File: config.mk
export PLATFORM = sky130hd
export DESIGN_NAME = psat_issue_check
export DESIGN_NICKNAME = d
export VERILOG_FILES = /design/src/rtl/psat_pkg.sv /design/src/rtl/psat_decode.sv /design/src/rtl/psat_fault_eval.sv /design/src/rtl/psat_prio_pick.sv /design/src/rtl/psat_issue_check.sv
export SDC_FILE = /design/constraint.sdc
export NUM_CORES = 1
export LEC_CHECK = 0
export BUFFER_PORTS_ARGS = -buffer_cell sky130_fd_sc_hd__buf_2
export CAP_MARGIN = 20
export CORE_AREA = 2 2 39 41
export CTS_BUF_LIST = sky130_fd_sc_hd__clkbuf_4
export CTS_CLUSTER_SIZE = 25
export DETAILED_ROUTE_END_ITERATION = 10
export DIE_AREA = 0 0 41 43
export GPL_TIMING_DRIVEN = 1
export HOLD_SLACK_MARGIN = 0.06
export PLACE_DENSITY_LB_ADDON = 0.25
export SYNTH_ARGS = -nofsm -noshare
export SYNTH_HDL_FRONTEND = slang
export SYNTH_SLANG_ARGS = --single-unit
File: constraint.sdc
create_clock -name clk -period 1.4 [get_ports clk]
set_clock_uncertainty 0.05 [all_clocks]
set_input_delay 0.28 -clock clk [delete_from_list [all_inputs] [get_ports clk]]
set_output_delay 0.28 -clock clk [all_outputs]
set_load 0.02 [all_outputs]
File: src/rtl/psat_pkg.sv
package psat_pkg;

  localparam int NUM_FAULTS  = 5;
  localparam int FI_ILLEGAL  = 0;
  localparam int FI_NODEV    = 1;
  localparam int FI_FPPEND   = 2;
  localparam int FI_PROT     = 3;
  localparam int FI_ALIGN    = 4;

  typedef struct packed {
    logic valid;
    logic lane_word;
    logic wide;
  } dec_t;

endpackage

File: src/rtl/psat_decode.sv
module psat_decode
  import psat_pkg::*;
#(
  parameter logic [7:0] OPC_BYTE_LANES = 8'hDC,
  parameter logic [7:0] OPC_WORD_LANES = 8'hDD
) (
  input  logic [7:0] op_byte,
  input  logic       pfx_opsize,
  output dec_t       dec
);

  logic hit_byte;
  logic hit_word;

  always_comb begin
    hit_byte      = (op_byte == OPC_BYTE_LANES);
    hit_word      = (op_byte == OPC_WORD_LANES);
    dec.valid     = hit_byte | hit_word;
    dec.lane_word = hit_word;
    dec.wide      = (hit_byte | hit_word) & pfx_opsize;
  end

endmodule

File: src/rtl/psat_fault_eval.sv
module psat_fault_eval
  import psat_pkg::*;
#(
  parameter int ADDR_LO_W    = 4,
  parameter int WIDE_BYTES   = 16,
  parameter int NARROW_BYTES = 8,
  parameter int CPL_W        = 2,
  parameter int USER_CPL     = 3
) (
  input  dec_t                  dec,
  input  logic                  pfx_lock,
  input  logic                  ctl_lazy_fp,
  input  logic                  ctl_emulate,
  input  logic                  ctl_ext_state,
  input  logic                  cap_wide_simd,
  input  logic                  align_chk_en,
  input  logic [CPL_W-1:0]      cpl,
  input  logic                  fp_exc_pend,
  input  logic                  mem_op,
  input  logic [ADDR_LO_W-1:0]  addr_lo,
  output logic [NUM_FAULTS-1:0] raw
);

  localparam logic [ADDR_LO_W-1:0] WIDE_MASK   = ADDR_LO_W'(WIDE_BYTES - 1);
  localparam logic [ADDR_LO_W-1:0] NARROW_MASK = ADDR_LO_W'(NARROW_BYTES - 1);

  logic misal_wide;
  logic misal_narrow;
  logic [NUM_FAULTS-1:0] cond;

  always_comb begin
    misal_wide   = |(addr_lo & WIDE_MASK);
    misal_narrow = |(addr_lo & NARROW_MASK);

    cond               = '0;
    cond[FI_ILLEGAL]   = ctl_emulate | pfx_lock |
                         (dec.wide & (~ctl_ext_state | ~cap_wide_simd));
    cond[FI_NODEV]     = ctl_lazy_fp;
    cond[FI_FPPEND]    = ~dec.wide & fp_exc_pend;
    cond[FI_PROT]      = dec.wide & mem_op & misal_wide;
    cond[FI_ALIGN]     = ~dec.wide & mem_op & align_chk_en &
                         (cpl == CPL_W'(USER_CPL)) & misal_narrow;

    raw = cond & {NUM_FAULTS{dec.valid}};
  end

endmodule

File: src/rtl/psat_prio_pick.sv
module psat_prio_pick #(
  parameter int N = 5
) (
  input  logic [N-1:0] req,
  output logic [N-1:0] grant
);

  logic [N:0] seen;

  assign seen[0] = 1'b0;

  for (genvar i = 0; i < N; i++) begin : g_chain
    assign grant[i]  = req[i] & ~seen[i];
    assign seen[i+1] = seen[i] | req[i];
  end

endmodule

File: src/rtl/psat_issue_check.sv
module psat_issue_check
  import psat_pkg::*;
#(
  parameter logic [7:0] OPC_BYTE_LANES = 8'hDC,
  parameter logic [7:0] OPC_WORD_LANES = 8'hDD,
  parameter int         ADDR_LO_W      = 4,
  parameter int         WIDE_BYTES     = 16,
  parameter int         NARROW_BYTES   = 8,
  parameter int         CPL_W          = 2,
  parameter int         USER_CPL       = 3
) (
  input  logic                  clk,
  input  logic                  rst,
  input  logic [7:0]            op_byte,
  input  logic                  pfx_opsize,
  input  logic                  pfx_lock,
  input  logic                  ctl_lazy_fp,
  input  logic                  ctl_emulate,
  input  logic                  ctl_ext_state,
  input  logic                  cap_wide_simd,
  input  logic                  align_chk_en,
  input  logic [CPL_W-1:0]      cpl,
  input  logic                  fp_exc_pend,
  input  logic                  mem_op,
  input  logic [ADDR_LO_W-1:0]  addr_lo,
  output logic                  op_valid,
  output logic                  lane_word,
  output logic                  width_wide,
  output logic [NUM_FAULTS-1:0] fault
);

  dec_t                  dec;
  logic [NUM_FAULTS-1:0] raw_flt;
  logic [NUM_FAULTS-1:0] pick_flt;

  psat_decode #(
    .OPC_BYTE_LANES (OPC_BYTE_LANES),
    .OPC_WORD_LANES (OPC_WORD_LANES)
  ) u_decode (
    .op_byte    (op_byte),
    .pfx_opsize (pfx_opsize),
    .dec        (dec)
  );

  psat_fault_eval #(
    .ADDR_LO_W    (ADDR_LO_W),
    .WIDE_BYTES   (WIDE_BYTES),
    .NARROW_BYTES (NARROW_BYTES),
    .CPL_W        (CPL_W),
    .USER_CPL     (USER_CPL)
  ) u_eval (
    .dec           (dec),
    .pfx_lock      (pfx_lock),
    .ctl_lazy_fp   (ctl_lazy_fp),
    .ctl_emulate   (ctl_emulate),
    .ctl_ext_state (ctl_ext_state),
    .cap_wide_simd (cap_wide_simd),
    .align_chk_en  (align_chk_en),
    .cpl           (cpl),
    .fp_exc_pend   (fp_exc_pend),
    .mem_op        (mem_op),
    .addr_lo       (addr_lo),
    .raw           (raw_flt)
  );

  psat_prio_pick #(
    .N (NUM_FAULTS)
  ) u_pick (
    .req   (raw_flt),
    .grant (pick_flt)
  );

  always_ff @(posedge clk) begin
    if (rst) begin
      op_valid   <= 1'b0;
      lane_word  <= 1'b0;
      width_wide <= 1'b0;
      fault      <= '0;
    end else begin
      op_valid   <= dec.valid;
      lane_word  <= dec.lane_word;
      width_wide <= dec.wide;
      fault      <= pick_flt;
    end
  end

  // Checks relating sampled inputs to the registered outputs one clock later
  logic ours;
  assign ours = (op_byte == OPC_BYTE_LANES) || (op_byte == OPC_WORD_LANES);

  AST_RESET_CLEARS: assert property (@(posedge clk)
    rst |=> (!op_valid && fault == '0 && !lane_word && !width_wide));
  AST_BYTE_LANES: assert property (@(posedge clk) disable iff (rst)
    (op_byte == OPC_BYTE_LANES) |=> (op_valid && !lane_word));
  AST_WORD_LANES: assert property (@(posedge clk) disable iff (rst)
    (op_byte == OPC_WORD_LANES) |=> (op_valid && lane_word));
  AST_WIDTH_FOLLOWS_PFX: assert property (@(posedge clk) disable iff (rst)
    ours |=> (width_wide == $past(pfx_opsize)));
  AST_FOREIGN_QUIET: assert property (@(posedge clk) disable iff (rst)
    !ours |=> (!op_valid && fault == '0));
  AST_LOCK_ILLEGAL: assert property (@(posedge clk) disable iff (rst)
    (ours && (pfx_lock || ctl_emulate)) |=> fault[FI_ILLEGAL]);
  AST_WIDE_UNSUPPORTED: assert property (@(posedge clk) disable iff (rst)
    (ours && pfx_opsize && (!ctl_ext_state || !cap_wide_simd)) |=> fault[FI_ILLEGAL]);
  AST_LAZY_FP: assert property (@(posedge clk) disable iff (rst)
    (ours && ctl_lazy_fp) |=> (fault[FI_NODEV] || fault[FI_ILLEGAL]));
  AST_WIDE_NO_FP: assert property (@(posedge clk) disable iff (rst)
    pfx_opsize |=> !fault[FI_FPPEND]);
  AST_NARROW_NO_PROT: assert property (@(posedge clk) disable iff (rst)
    (!pfx_opsize || !mem_op) |=> !fault[FI_PROT]);
  AST_WIDE_NO_ALIGN: assert property (@(posedge clk) disable iff (rst)
    pfx_opsize |=> !fault[FI_ALIGN]);
  AST_ONE_FAULT: assert property (@(posedge clk) disable iff (rst)
    $onehot0(fault));

endmodule

==> impl_metrics.tcl, run 1 <==
set metrics [dict create \
    n_antenna_cell 0 \
    crit_type "primary input to register" \
    root_buffer "clkbuf_4" \
    whs_ns 0.190 \
    dp_slack_ns 0.111 \
    drtIter0Drc 1 \
    critPathSlowestCell "or3_1" \
    whs_path_depth 2 \
    final.min_clock_period_ns 1.03 \
    netlist_area_sq_um 314 \
    drc 0 \
    path_clk_slew_ns 0.05 \
    ant_nets 0 \
    use_met1 0.0942 \
    min-delay-start "op_byte[1]" \
    synth_flop_cell "dfxtp_1" \
    cts_resized 0 \
    grt_busiest_layer "met2" \
    leakage_nw 0.292 \
    initial_core_util 0.227 \
    hold_viol_final 0 \
    fin_util 0.373 \
    ys_warn_count 0 \
    critical_path_buf_inv_count 1 \
    drive_gt1_frac 0.639 \
    cts.sinks 8 \
    fmax_mhz 968 \
    dieArea_sq_um 1760 \
    critPathTopFamily "simple AND/OR/NAND/NOR gates" \
    rows 14 \
    synth_top_cells_by_area "dfxtp_1 (51%), nand4b_4 (7.6%), nor4_4 (6.8%)" \
    vias_per_cell 4.26 \
    fin_crit_sh 0.738 \
    p_per_area_nw_per_um2 858 \
    grt_max_degree 9 \
    stdcell_area_sq_um 517 \
    cts_htree_levels 1 \
    start_kind "primary input" \
    drv_slew 0 \
    rsz0062_at_grt "no" \
    finalSetupViolCount 0 \
    worst_slew_pin_slew_ns 0.341 \
    crit_fanout 2 \
    synthesis.nets 51 \
    synthTopCellsByCount "dfxtp_1 (8), and3_1 (3)" \
    cts_tree "done" \
    grt_pass1_vias 283 \
    syn_avg_cell_area_sq_um 12.1 \
    end_kind "register" \
    die_w_um 41 \
    post_drt_wl_per_cell_um 8.42 \
    routed_wl_um 648 \
    synth_edf_count 0 \
    port_buffers 32 \
    numCtsBuffers 3 \
    dp_cells 74 \
    synth-seq-cells 8 \
    synth_top_area_cell "dfxtp_1" \
    p_total_uw 443 \
    postCtsHoldBufs 0 \
    grt_usage 0.0896 \
    hold_class "primary input to register" \
    die_h_um 43 \
    instances_no_fill 77 \
    setup_tns_ns 0 \
    synth_most_common_cell "dfxtp_1" \
    syn_inst 26 \
    placed_area_sq_um 494 \
    cp-startpoint "addr_lo[1]" \
    synthArstFlopShare 0 \
    grt_pass1_wl_mm 1.02 \
    drt_first_pass_iters 4 \
    yosysTopAreaCellShare 0.510 \
    peakVddDrop_mv 0.260 \
    use_met2 0.131 \
    grt_overflow_total 0 \
    fillers 151 \
    multi_input_area_sq_um 154 \
    worst_ep_required_time_ns 1.48 \
    timing.slew.headroom 0.771 \
    antenna_found_initial 0 \
    run_status "finished clean" \
    cp.arrival_ns 1.12 \
    final_nets 88 \
    hold_end "op_valid" \
    clock_path_buffers 2 \
    syn_to_final_growth_pct 64.5 \
    routed-via-count 328 \
    seq_area_frac_synth 0.510 \
    gr-usage-met3 0 \
    cap_violations 0 \
    critical-path-max-stage-delay_ns 0.38 \
    critical_path.cell_chain "buf_2, or3_1, o21a_1, and4_1" \
    core_sq_um 1380 \
    io_pins 33 \
    post_cts_buffers 0 \
    place.gp.congestion 0.669 \
    synth_cell_type_count 13 \
    worst_slack_ns 0.367 \
    seq_area_sq_um 160 \
]
-- layout by cell type, fill, tap and decap left out --
cell type	instances
buf_2	32
dfxtp_1	8
and3_1	3
clkbuf_4	3
nand2_1	2
and4b_1	2
nor2b_1	2
and2_2	2
nand4b_4	1
nor4_4	1
nor3_1	1
a211oi_1	1
or3_1	1
o21a_1	1
and4_1	1
-- cell type report --
cell class	count	area share
Clock buffer	3	0.0436
Sequential cell	8	0.310
Tap cell	16	0.0387
Timing Repair Buffer	32	0.310
Multi-Input combinational cell	18	0.298
-- routing by layer --
metal,share of wire,wire (um)
met1,0.40,257
met2,0.49,317
met3,0.11,73
met4,0,0
met5,0,0
-- cells by family after synthesis --
kind of cell	after synthesis	share of synthesized area
simple gates	16	0.442
flops	8	0.510
compound gates	2	0.0478
-- sequential cells by signal (all words and copies together) (netlist names) --
| register | count |
|---|---|
| fault | 5 |
| op_valid | 1 |
| lane_word | 1 |
| width_wide | 1 |
-- how the worst max path moves through the flow --
stage,endpoint,cells past startpoint
2_1_floorplan,fault[3],3
3_3_place_gp,fault[3],4
3_5_place_dp,fault[3],4
4_1_cts,lane_word,1
5_1_grt,fault[3],4
6_report,fault[3],4
-- where the power goes --
part,leakage [nW],total [mW],switching [mW],internal [mW]
clock network,0.0138,0.163,0.0662,0.0973
logic,0.214,0.0514,0.0200,0.0314
registers,0.0644,0.229,0.0000518,0.229
No activity file was read; power rests on OpenSTA's default activity.
==> inputs of run 2 (changes only) <==
--- a/config.mk
+++ b/config.mk
@@ -5,6 +5,7 @@
 export SDC_FILE = /design/constraint.sdc
 export NUM_CORES = 1
 export LEC_CHECK = 0
+export ABC_AREA = 1
 export BUFFER_PORTS_ARGS = -buffer_cell sky130_fd_sc_hd__buf_2
 export CAP_MARGIN = 20
 export CORE_AREA = 2 2 39 41
==> constraint.sdc (replaced) <==
create_clock -name clk -period 0.95 [get_ports clk]
set_clock_uncertainty 0.05 [all_clocks]
set_input_delay 0.19 -clock clk [delete_from_list [all_inputs] [get_ports clk]]
set_output_delay 0.19 -clock clk [all_outputs]
set_load 0.02 [all_outputs]
==> impl_metrics.tcl, run 2 <==
set metrics [dict create \
    grt_busiest_layer "met2" \
    fmax_mhz 1090 \
    drc 0 \
    syn_to_final_growth_pct 64.5 \
    worst_ep_required_time_ns 0.71 \
    place.gp.congestion 0.700 \
    dieArea_sq_um 1760 \
    synth_edf_count 0 \
    routed_wl_um 715 \
    synth-compound-area-share 0.0233 \
    synth-seq-cells 8 \
    routed-via-count 415 \
    ys_warn_count 0 \
    cts_htree_levels 1 \
    gr-usage-met3 0.0157 \
    core_sq_um 1380 \
    grt_pass1_vias 362 \
    grt_usage 0.0995 \
    grt_overflow_total 0 \
    path_clk_slew_ns 0.05 \
    root_buffer "clkbuf_4" \
    n_antenna_cell 0 \
    finalSetupViolCount 0 \
    drive_gt1_frac 0.506 \
    peakVddDrop_mv 0.317 \
    critical_path_buf_inv_count 1 \
    critical_path.cell_chain "buf_4" \
    synth_top_area_cell "dfxtp_1" \
    fin_crit_sh 0.967 \
    worst_slack_ns 0.0312 \
    cap_violations 0 \
    initial_core_util 0.272 \
    postCtsHoldBufs 0 \
    antenna_found_initial 0 \
    use_met2 0.156 \
    synthArstFlopShare 0 \
    numCtsBuffers 3 \
    layout_commonest_cell "buf_2" \
    leakage_nw 0.359 \
    final_nets 116 \
    io_pins 33 \
    syn_avg_cell_area_sq_um 7.11 \
    critPathTopFamily "flip-flops" \
    synth_fa_ha_area_frac 0 \
    crit_type "register to output pin" \
    grt_max_degree 6 \
    die_w_um 41 \
    final.min_clock_period_ns 0.919 \
    netlist_area_sq_um 377 \
    synth_top_cells_by_area "dfxtp_1 (43%), inv_1 (11%), nand2_1 (11%)" \
    hold_class "primary input to register" \
    critical-path-max-stage-delay_ns 0.29 \
    cts_tree "done" \
    drt_first_pass_iters 4 \
    p_per_area_nw_per_um2 1080 \
    synthTopCellsByCount "inv_1 (11), nand2_1 (11), nor2_1 (10)" \
    die_h_um 43 \
    final_cell_mix "buf_2 (24), inv_1 (11), nand2_1 (11)" \
    vias_per_cell 3.95 \
    syn_inst 53 \
    timing.slew.headroom 0.882 \
    use_met1 0.119 \
    drv_slew 0 \
    clock_path_buffers 2 \
    drtIter0Drc 4 \
    dp_cells 102 \
    synth_cell_type_count 13 \
    dp_slack_ns -0.0367 \
    largest_reg_flops 5 \
    start_kind "register" \
    grt_pass1_wl_mm 1.24 \
    seq_area_frac_synth 0.425 \
    end_kind "output pin" \
    dp_hpwl_um 661 \
    rows 14 \
    cts.sinks 8 \
    crit_fanout 1 \
    synth_flop_cell "dfxtp_1" \
    regMostFlops "fault" \
    hold_viol_final 0 \
    worst_slew_pin_slew_ns 0.176 \
    post_drt_wl_per_cell_um 6.81 \
    synth_xor_area_frac 0 \
    synthesis.nets 78 \
    port_buffers 32 \
    yosys.area_share.simple 0.442 \
    critPathSlowestCell "dfxtp_1" \
    run_status "finished clean" \
    ant_nets 0 \
    muxShareOfSynthArea 0 \
    synth_top_family_by_area "simple AND/OR/NAND/NOR gates" \
    instances_no_fill 105 \
    cp.arrival_ns 0.68 \
    yosysTopAreaCellShare 0.425 \
    post_cts_buffers 0 \
]
## run 2: path summary, 6_finish.rpt
path                    to  slack [ns]  startpoint  cells past startpoint
setup / recovery  fault[4]        0.03    fault[4]                      1
hold / removal    op_valid        0.09         rst                      2
## run 2: cells by family (layout without fill, tap and decap cells)
family | after synthesis | in the layout
buffers and inverters | 11 | 47
and+or+nand+nor | 33 | 33
DFF | 8 | 8
AOI/OAI and AO/OA | 1 | 1
## run 2: routing by layer
metal / part of all wire / wire [um]
met5: 0 / 0
met4: 0 / 0
met3: 0.095 / 68
met2: 0.49 / 349
met1: 0.42 / 298
## run 2: through the flow
step           instance area, sq um  utilization  hold WS (ns)  setup TNS [ns]  power [mW]
2_1_floorplan                   377            -         0.217               0       0.379
3_3_place_gp                    564        0.408         0.341         -0.0236       0.437
3_5_place_dp                    564        0.408         0.343         -0.0724       0.439
4_1_cts                         587        0.424        0.0880               0       0.680
5_1_grt                         619        0.448        0.0860        -0.00347       0.710
6_report                        619        0.448        0.0926               0       0.667
## run 2: report_power, final
part           internal [mW]  total [mW]  switching [mW]
Clock                  0.143       0.236          0.0926
Combinational         0.0505      0.0940          0.0435
Sequential             0.337       0.337        0.000179
Total                  0.530       0.667           0.136
## run 2: final cells by class
type	count	area [sq um]
tap	16	20.0
fill	154	764
sequential	8	161
inverter	11	41.3
timing repair buffer	33	199
multi-input combinational	34	175
clock buffer	3	22.5
## run 2: what timing repair did
| item | 4_1_cts | 5_1_grt |
|---|---|---|
| endpoints found under the setup margin | 0 | 8 |
| resized for setup | 0 | 12 |
| hold endpoints to repair | 0 | 0 |
